File: config.mk
export PLATFORM = sky130hd
export DESIGN_NAME = carrier_sense_unit
export DESIGN_NICKNAME = d
export VERILOG_FILES = /design/src/rtl/csd_pkg.sv /design/src/rtl/csd_pattern_shift.sv /design/src/rtl/csd_idle_count.sv /design/src/rtl/csd_blank_timer.sv /design/src/rtl/carrier_sense_unit.sv
export SDC_FILE = /design/constraint.sdc
export NUM_CORES = 1
export LEC_CHECK = 0
export BUFFER_PORTS_ARGS = -buffer_cell sky130_fd_sc_hd__buf_4
export CAP_MARGIN = 10
export CORE_MARGIN = 4
export CORE_UTILIZATION = 60
export CTS_CLUSTER_SIZE = 10
export DETAILED_ROUTE_END_ITERATION = 6
export PLACE_DENSITY = 0.78
export SKIP_CTS_REPAIR_TIMING = 1
export SYNTH_ARGS = -nofsm -noshare
export SYNTH_HDL_FRONTEND = slang
export SYNTH_HIERARCHICAL = 1
export SYNTH_SLANG_ARGS = --single-unit
export TNS_END_PERCENT = 1
File: constraint.sdc
create_clock -name clk -period 4.6 [get_ports clk]
set_input_delay 0.23 -clock clk [delete_from_list [all_inputs] [get_ports clk]]
set_output_delay 0.23 -clock clk [all_outputs]
set_load 0.005 [all_outputs]
File: src/rtl/csd_pkg.sv
package csd_pkg;
    typedef enum logic [1:0] {
        ST_IDLE    = 2'd0,
        ST_CARRIER = 2'd1,
        ST_BLANK   = 2'd2
    } csd_state_e;
endpackage

File: src/rtl/csd_pattern_shift.sv
// Captures qualified receive bits and flags an alternating window of PAT_LEN bits.
module csd_pattern_shift #(
    parameter int PAT_LEN = 4
) (
    input  logic clk,
    input  logic rst_n,
    input  logic bit_in,
    input  logic bit_vld,
    input  logic clear,
    output logic match
);
    localparam int FILL_W = $clog2(PAT_LEN + 1);
    localparam logic [FILL_W-1:0] FILL_MAX = FILL_W'(PAT_LEN);

    logic [PAT_LEN-1:0] win_q;
    logic [FILL_W-1:0]  fill_q;
    logic [PAT_LEN-1:0] alt_even;
    logic [PAT_LEN-1:0] alt_odd;

    // newest bit in position 0; alt_even ends in 0, alt_odd ends in 1
    for (genvar i = 0; i < PAT_LEN; i++) begin : g_alt
        assign alt_even[i] = (i % 2) == 1;
        assign alt_odd[i]  = (i % 2) == 0;
    end

    always_ff @(posedge clk) begin
        if (!rst_n || clear) begin
            win_q  <= '0;
            fill_q <= '0;
        end else if (bit_vld) begin
            win_q <= {win_q[PAT_LEN-2:0], bit_in};
            if (fill_q != FILL_MAX) begin
                fill_q <= fill_q + 1'b1;
            end
        end
    end

    assign match = (fill_q == FILL_MAX) && ((win_q == alt_even) || (win_q == alt_odd));
endmodule

File: src/rtl/csd_idle_count.sv
// Counts bit strobes seen while line activity is absent.
module csd_idle_count #(
    parameter int DROP_BITS = 2
) (
    input  logic clk,
    input  logic rst_n,
    input  logic bit_vld,
    input  logic active,
    output logic idle_done
);
    localparam int CNT_W = $clog2(DROP_BITS + 1);
    localparam logic [CNT_W-1:0] CNT_MAX = CNT_W'(DROP_BITS);

    logic [CNT_W-1:0] cnt_q;

    always_ff @(posedge clk) begin
        if (!rst_n || active) begin
            cnt_q <= '0;
        end else if (bit_vld && (cnt_q != CNT_MAX)) begin
            cnt_q <= cnt_q + 1'b1;
        end
    end

    assign idle_done = (cnt_q == CNT_MAX);
endmodule

File: src/rtl/csd_blank_timer.sv
// Opens a fixed-length window on each transmit-enable fall on the attachment-unit port.
module csd_blank_timer #(
    parameter int BLANK_CYCLES = 62
) (
    input  logic clk,
    input  logic rst_n,
    input  logic tx_en,
    input  logic port_aui,
    output logic blank_act
);
    localparam int TMR_W = $clog2(BLANK_CYCLES + 1);
    localparam logic [TMR_W-1:0] TMR_LOAD = TMR_W'(BLANK_CYCLES);

    logic             tx_q;
    logic [TMR_W-1:0] tmr_q;
    logic             tx_fall;

    assign tx_fall = tx_q && !tx_en;

    always_ff @(posedge clk) begin
        if (!rst_n) begin
            tx_q  <= 1'b0;
            tmr_q <= '0;
        end else begin
            tx_q <= tx_en;
            if (tx_fall && port_aui) begin
                tmr_q <= TMR_LOAD;
            end else if (tmr_q != '0) begin
                tmr_q <= tmr_q - 1'b1;
            end
        end
    end

    assign blank_act = (tmr_q != '0);
endmodule

File: src/rtl/carrier_sense_unit.sv
module carrier_sense_unit
    import csd_pkg::*;
#(
    parameter int PAT_LEN      = 4,
    parameter int DROP_BITS    = 2,
    parameter int BLANK_CYCLES = 62
) (
    input  logic clk,
    input  logic rst_n,
    input  logic rx_bit,
    input  logic rx_bit_vld,
    input  logic rx_active,
    input  logic tx_en,
    input  logic port_aui,
    output logic crs,
    output logic blank_act
);
    csd_state_e state_q, state_d;
    logic       pat_match;
    logic       idle_done;
    logic       shift_clear;

    assign shift_clear = !rx_active || blank_act;

    csd_pattern_shift #(.PAT_LEN(PAT_LEN)) u_shift (
        .clk     (clk),
        .rst_n   (rst_n),
        .bit_in  (rx_bit),
        .bit_vld (rx_bit_vld),
        .clear   (shift_clear),
        .match   (pat_match)
    );

    csd_idle_count #(.DROP_BITS(DROP_BITS)) u_idle (
        .clk       (clk),
        .rst_n     (rst_n),
        .bit_vld   (rx_bit_vld),
        .active    (rx_active),
        .idle_done (idle_done)
    );

    csd_blank_timer #(.BLANK_CYCLES(BLANK_CYCLES)) u_blank (
        .clk       (clk),
        .rst_n     (rst_n),
        .tx_en     (tx_en),
        .port_aui  (port_aui),
        .blank_act (blank_act)
    );

    always_comb begin
        state_d = state_q;
        unique case (state_q)
            ST_IDLE: begin
                if (blank_act)      state_d = ST_BLANK;
                else if (pat_match) state_d = ST_CARRIER;
            end
            ST_CARRIER: begin
                if (blank_act)      state_d = ST_BLANK;
                else if (idle_done) state_d = ST_IDLE;
            end
            ST_BLANK: begin
                if (!blank_act)     state_d = ST_IDLE;
            end
            default:                state_d = ST_IDLE;
        endcase
    end

    always_ff @(posedge clk) begin
        if (!rst_n) state_q <= ST_IDLE;
        else        state_q <= state_d;
    end

    always_comb begin
        crs = (state_q == ST_CARRIER);
    end
endmodule

# After elaboration in Yosys (flattened, before gate mapping)
# Index checks and enable logic that the tools add are counted.
# totals
ff_bits,18
wordCells,47
rom_bits,0
mem_bits_rw,0
memories,0
latch_bits,0
# op_classes
mux,8
n_div,0
reduce_logical,17
n_shift,0
bitwise_logic,1
magnitude_cmp,0
add_sub_neg,3
eq_ne,11
n_mul,0
# ops
op,count
two-way mux 6 bit,2
two-way mux 2 bit,5
inequality test 3 bit (second input constant),2
case mux 2 bit (3 select lines),1
nonzero test 6 bit,1
subtractor 6 x 1 -> 6 bit (second input constant),1
== test 2 bit (second input constant),2
== test 4 x 3 -> 1 bit (second input constant),1
== test 4 bit (second input constant),1
logical AND 1 bit,4
logical OR 1 bit,4
inequality test 2 bit (second input constant),2
adder 3 x 1 -> 3 bit (second input constant),1
== test 3 bit (second input constant),1
zero test 1 bit,3
inequality test 3 x 1 -> 1 bit (second input constant),1
AND reduction 3 bit,1
adder 2 x 1 -> 2 bit (second input constant),1
== test 2 x 1 -> 1 bit (second input constant),1
zero test 2 bit,1
AND reduction 2 bit,1
nonzero test 2 bit,1
OR reduction 2 bit,1
inverter 1 bit,1

# Depth between registers and ports, before layout
# depth
depth_word,6
ltp_mapped,7
ltp_nobuf,7

# Hierarchy
# Netlist, hierarchy kept.
# by_module_without_submodules
mod,instances,cells_each,area_each_um2,seq_area_each_um2
csd_blank_timer,1,43,384.1,140.1
csd_pattern_shift,1,34,351.6,140.1
csd_idle_count,1,10,107.6,40.0
carrier_sense_unit,1,9,88.8,40.0

# Least setup slack after synthesis
# Ideal clock, no wire load.
# synth_timing
kind,reg-to-reg
from,reg u_blank.tmr_q[0]
to,reg u_shift.fill_q[0]
stages_incl_launch_ff,8
path_slack_ps,2970
arrival_ps,1559
cell_sequence,dfxtp_1 > inv_1 > ha_1 > nor2b_1 > nand2_1 > nand2b_1 > or3b_1 > mux2i_1
# synth_via
elab_chain_len,3
# synth_rtl
element,line_no,source
"start, declared",csd_blank_timer.sv:15,logic [TMR_W-1:0] tmr_q;
"start signal, assigned",csd_blank_timer.sv:29,tmr_q <= tmr_q - 1'b1;
nonzero test 6 bit,csd_blank_timer.sv:34,assign blank_act = (tmr_q != '0);
named net blank_act,carrier_sense_unit.sv:16,output logic blank_act
logical OR 1 bit,carrier_sense_unit.sv:23,assign shift_clear = !rx_active || blank_act;
named net shift_clear,carrier_sense_unit.sv:21,logic shift_clear;
logical OR 1 bit,csd_pattern_shift.sv:27,if (!rst_n || clear) begin
"end signal, assigned",csd_pattern_shift.sv:33,fill_q <= fill_q + 1'b1;
"end, declared",csd_pattern_shift.sv:16,logic [FILL_W-1:0] fill_q;
# The timed path passes the listed nets, and every way through them passes these cells.
# A chain may end at the register's enable or synchronous reset.

# Final worst setup path
# layout_timing
from,reg u_blank.tmr_q[0]
to,reg u_shift.fill_q[0]
# layout_via
elab_chain_len,3
# layout_rtl
element,line_no
nonzero test 6 bit,csd_blank_timer.sv:34
logical OR 1 bit,carrier_sense_unit.sv:23
named net shift_clear,carrier_sense_unit.sv:21
logical OR 1 bit,csd_pattern_shift.sv:27
# The timed path passes the listed nets, and every way through them passes these cells.

==> flow_summary.json <==
{
  "timing.fmax_mhz": 544,
  "synth_cell_types": 35,
  "wirelength_microns": 1630,
  "finalSetupViolCount": 0,
  "port_buffers": 8,
  "setup_tns_ns": 0,
  "startpoint_type": "flip-flop",
  "yosysMostFrequentCell": "dfxtp_1",
  "crit_path_max_fanout": 5,
  "hold_violations": 0,
  "clock_path_buffers": 2,
  "irDropWorstVdd_mv": 0.523,
  "holdPathEnd": "u_blank/tx_q$_SDFF_PN0_",
  "ys.flop_type": "dfxtp_1",
  "cts.clk_slew.worst_paths_ns": 0.10,
  "h-tree-depth": 1,
  "drt-vias-per-instance": 5.88,
  "synthTopCellsByArea": "dfxtp_1, ha_1, mux2i_1",
  "clkLatencyLatePin_ns": 0.29,
  "slew_violations": 0,
  "rsz0062_at_grt": "false",
  "use_met2_pct": 27.8,
  "die_area_sq_um": 2250,
  "postRouteAntennaNets": 0,
  "drc": 0,
  "drt-pass1-iter-count": 4,
  "worstPathArrival_ns": 2.06,
  "regArea_sq_um": 360,
  "cts-root-buf": "clkbuf_4",
  "clock-sinks": 18,
  "gp_congestion": 0.795,
  "rrSetupSlack_ns": 2.76,
  "yosys_warnings": 6,
  "coreArea_sq_um": 1380,
  "hold_depth": 2,
  "min_from": "tx_en",
  "hpwl_microns": 1270,
  "synth_largest_area_cell": "dfxtp_1",
  "busiest_layer": "met2",
  "place_ws_ns": 2.79,
  "drtIter0Drc": 42,
  "reg2reg_from": "u_blank/tmr_q[0]$_SDFFE_PP0P_",
  "vias": 711,
  "finalNetCount": 119,
  "synthCells": 96,
  "yosysSeqAreaShare_pct": 38.7,
  "cts_tree": "built",
  "grt_start_max_net_pins": 12,
  "initial_core_util_pct": 67.4,
  "cp-startpoint": "u_blank/tmr_q[0]$_SDFFE_PP0P_",
  "fillerInstances": 96,
  "status": "finished, final reports clean",
  "wl_per_cell_microns": 13.5,
  "timing.final.ws_setup_ns": 2.76,
  "antenna_found_initial": 0,
  "max_slew_margin_pct": 80.8,
  "reg2regPathDepth": 7,
  "hold_class": "input port to flip-flop",
  "ios": 9,
  "cap_viol_max_count": 0,
  "period_minus_slack_ns": 1.84,
  "area_delta_synth_final_pct": 10.6,
  "dieHeight_microns": 47.4,
  "grt_use_total_pct": 17.7,
  "reg2reg_to": "u_shift/fill_q[0]$_SDFFE_PP0P_",
  "die_w_microns": 47.4,
  "use_met1_pct": 24.1,
  "synthTopCellsByCount": "dfxtp_1, nor2_1, inv_1, mux2i_1, ha_1",
  "diodes": 0,
  "clock_skew_ns": 0.00293,
  "grt_pass1_vias": 686,
  "grt_pass1_wl_microns": 2820,
  "synth.avg_cell_area_sq_um": 9.71,
  "crit_type": "flip-flop to flip-flop",
  "tightest_slew_ns": 0.288,
  "fp-row-count": 13,
  "drive_gt1_share_pct": 20.8,
  "power_leakage_nw": 0.423,
  "end_kind": "flip-flop",
  "async_reset_ff_share_pct": 0,
  "power_density_nw_per_um2": 525,
  "power_mw": 0.542,
  "syn-num-nets": 108,
  "cts_made_buffers": 3,
  "synth_area_sq_um": 932,
  "period_share_pct": 39.9,
  "synth_top_area_share_pct": 38.7,
  "synth_edf_count": 0,
  "multi_input_area_sq_um": 529,
  "overflow": 0,
  "global_route.usage.met3_pct": 3.38,
  "critical_path_required_ns": 4.82,
  "ys_ff_latch": 18,
  "post-route-util_pct": 74.6
}
[layout by cell type (no fill, tap or decap), drive strengths merged, types with 2 or more instances in the layout]
cell type and n:
a211oi 2, a21oi 3, a31oi 4, buf 8
clkbuf 4, dfxtp 18, ha 5, inv 7
mux2i 6, nand2 4, nand2b 4, nand3b 4
nor2 10, nor2b 2, nor3 3, nor4 2
nor4bb 2, o31ai 3, or3b 2
[routing by layer]
metal  up-vias  routed length [microns]
met1       320                      815
met4         0                       13
li1        367                        -
met5         -                        0
met2        22                      712
met3         2                       88
[per-stage QoR]
stage / instances / hold WS, ns / instance area (sq um)
floorplan: 96 / 0.352 / 932
global placement: 117 / 0.432 / 995
detailed placement: 117 / 0.432 / 995
CTS: 121 / 0.167 / 1030
global route: 121 / 0.167 / 1030
finish: 121 / 0.166 / 1030
[worst max path at each step]
stage | cells past startpoint | end | slack (ns)
floorplan | 7 | u_shift/fill_q[0]$_SDFFE_PP0P_ | 2.97
global placement | 7 | u_shift/fill_q[0]$_SDFFE_PP0P_ | 2.91
detailed placement | 7 | u_shift/fill_q[0]$_SDFFE_PP0P_ | 2.79
CTS | 7 | u_shift/fill_q[0]$_SDFFE_PP0P_ | 2.76
global route | 7 | u_shift/fill_q[0]$_SDFFE_PP0P_ | 2.60
finish | 7 | u_shift/fill_q[0]$_SDFFE_PP0P_ | 2.76
[layout make-up]
type / instances / share of cell area, %
Inverter: 7 / 2.55
Tap cell: 15 / 1.82
Clock buffer: 4 / 3.52
Sequential cell: 18 / 35.0
Multi-Input combinational cell: 69 / 51.3
Timing Repair Buffer: 8 / 5.83
[worst max-delay path, stage by stage (launching register included)]
cell	delay, ns
dfxtp_1	0.36
inv_1	0.13
ha_1	0.20
nor2b_1	0.22
nand2_1	0.17
nand2b_1	0.22
or3b_1	0.35
mux2i_1	0.14
[power breakdown]
group	internal, mW	switching, mW	leakage [nW]
Combinational	0.106	0.113	0.255
Clock	0.0482	0.0477	0.0210
Sequential	0.188	0.0392	0.147
Total	0.342	0.200	0.423
[cell families (layout without fill, tap and decap cells)]
group | Yosys count | after routing | share of synthesized area [%]
DFF | 18 | 18 | 38.7
adders and majority gates | 5 | 5 | 6.71
buffers and inverters | 9 | 19 | 4.56
muxes | 6 | 6 | 6.44
AOI/OAI and AO/OA | 18 | 18 | 15.7
and+or+nand+nor | 39 | 39 | 27.0
xor gates and xnor gates | 1 | 1 | 0.940
[sequential cells by signal, summed over array words and instances (netlist names)]
register / cells
u_shift/win_q: 4
u_shift/fill_q: 3
state_q: 2
u_idle/cnt_q: 2
u_blank/tx_q: 1
u_blank/tmr_q: 6
Note: power is estimated with default switching activity, not from simulation.
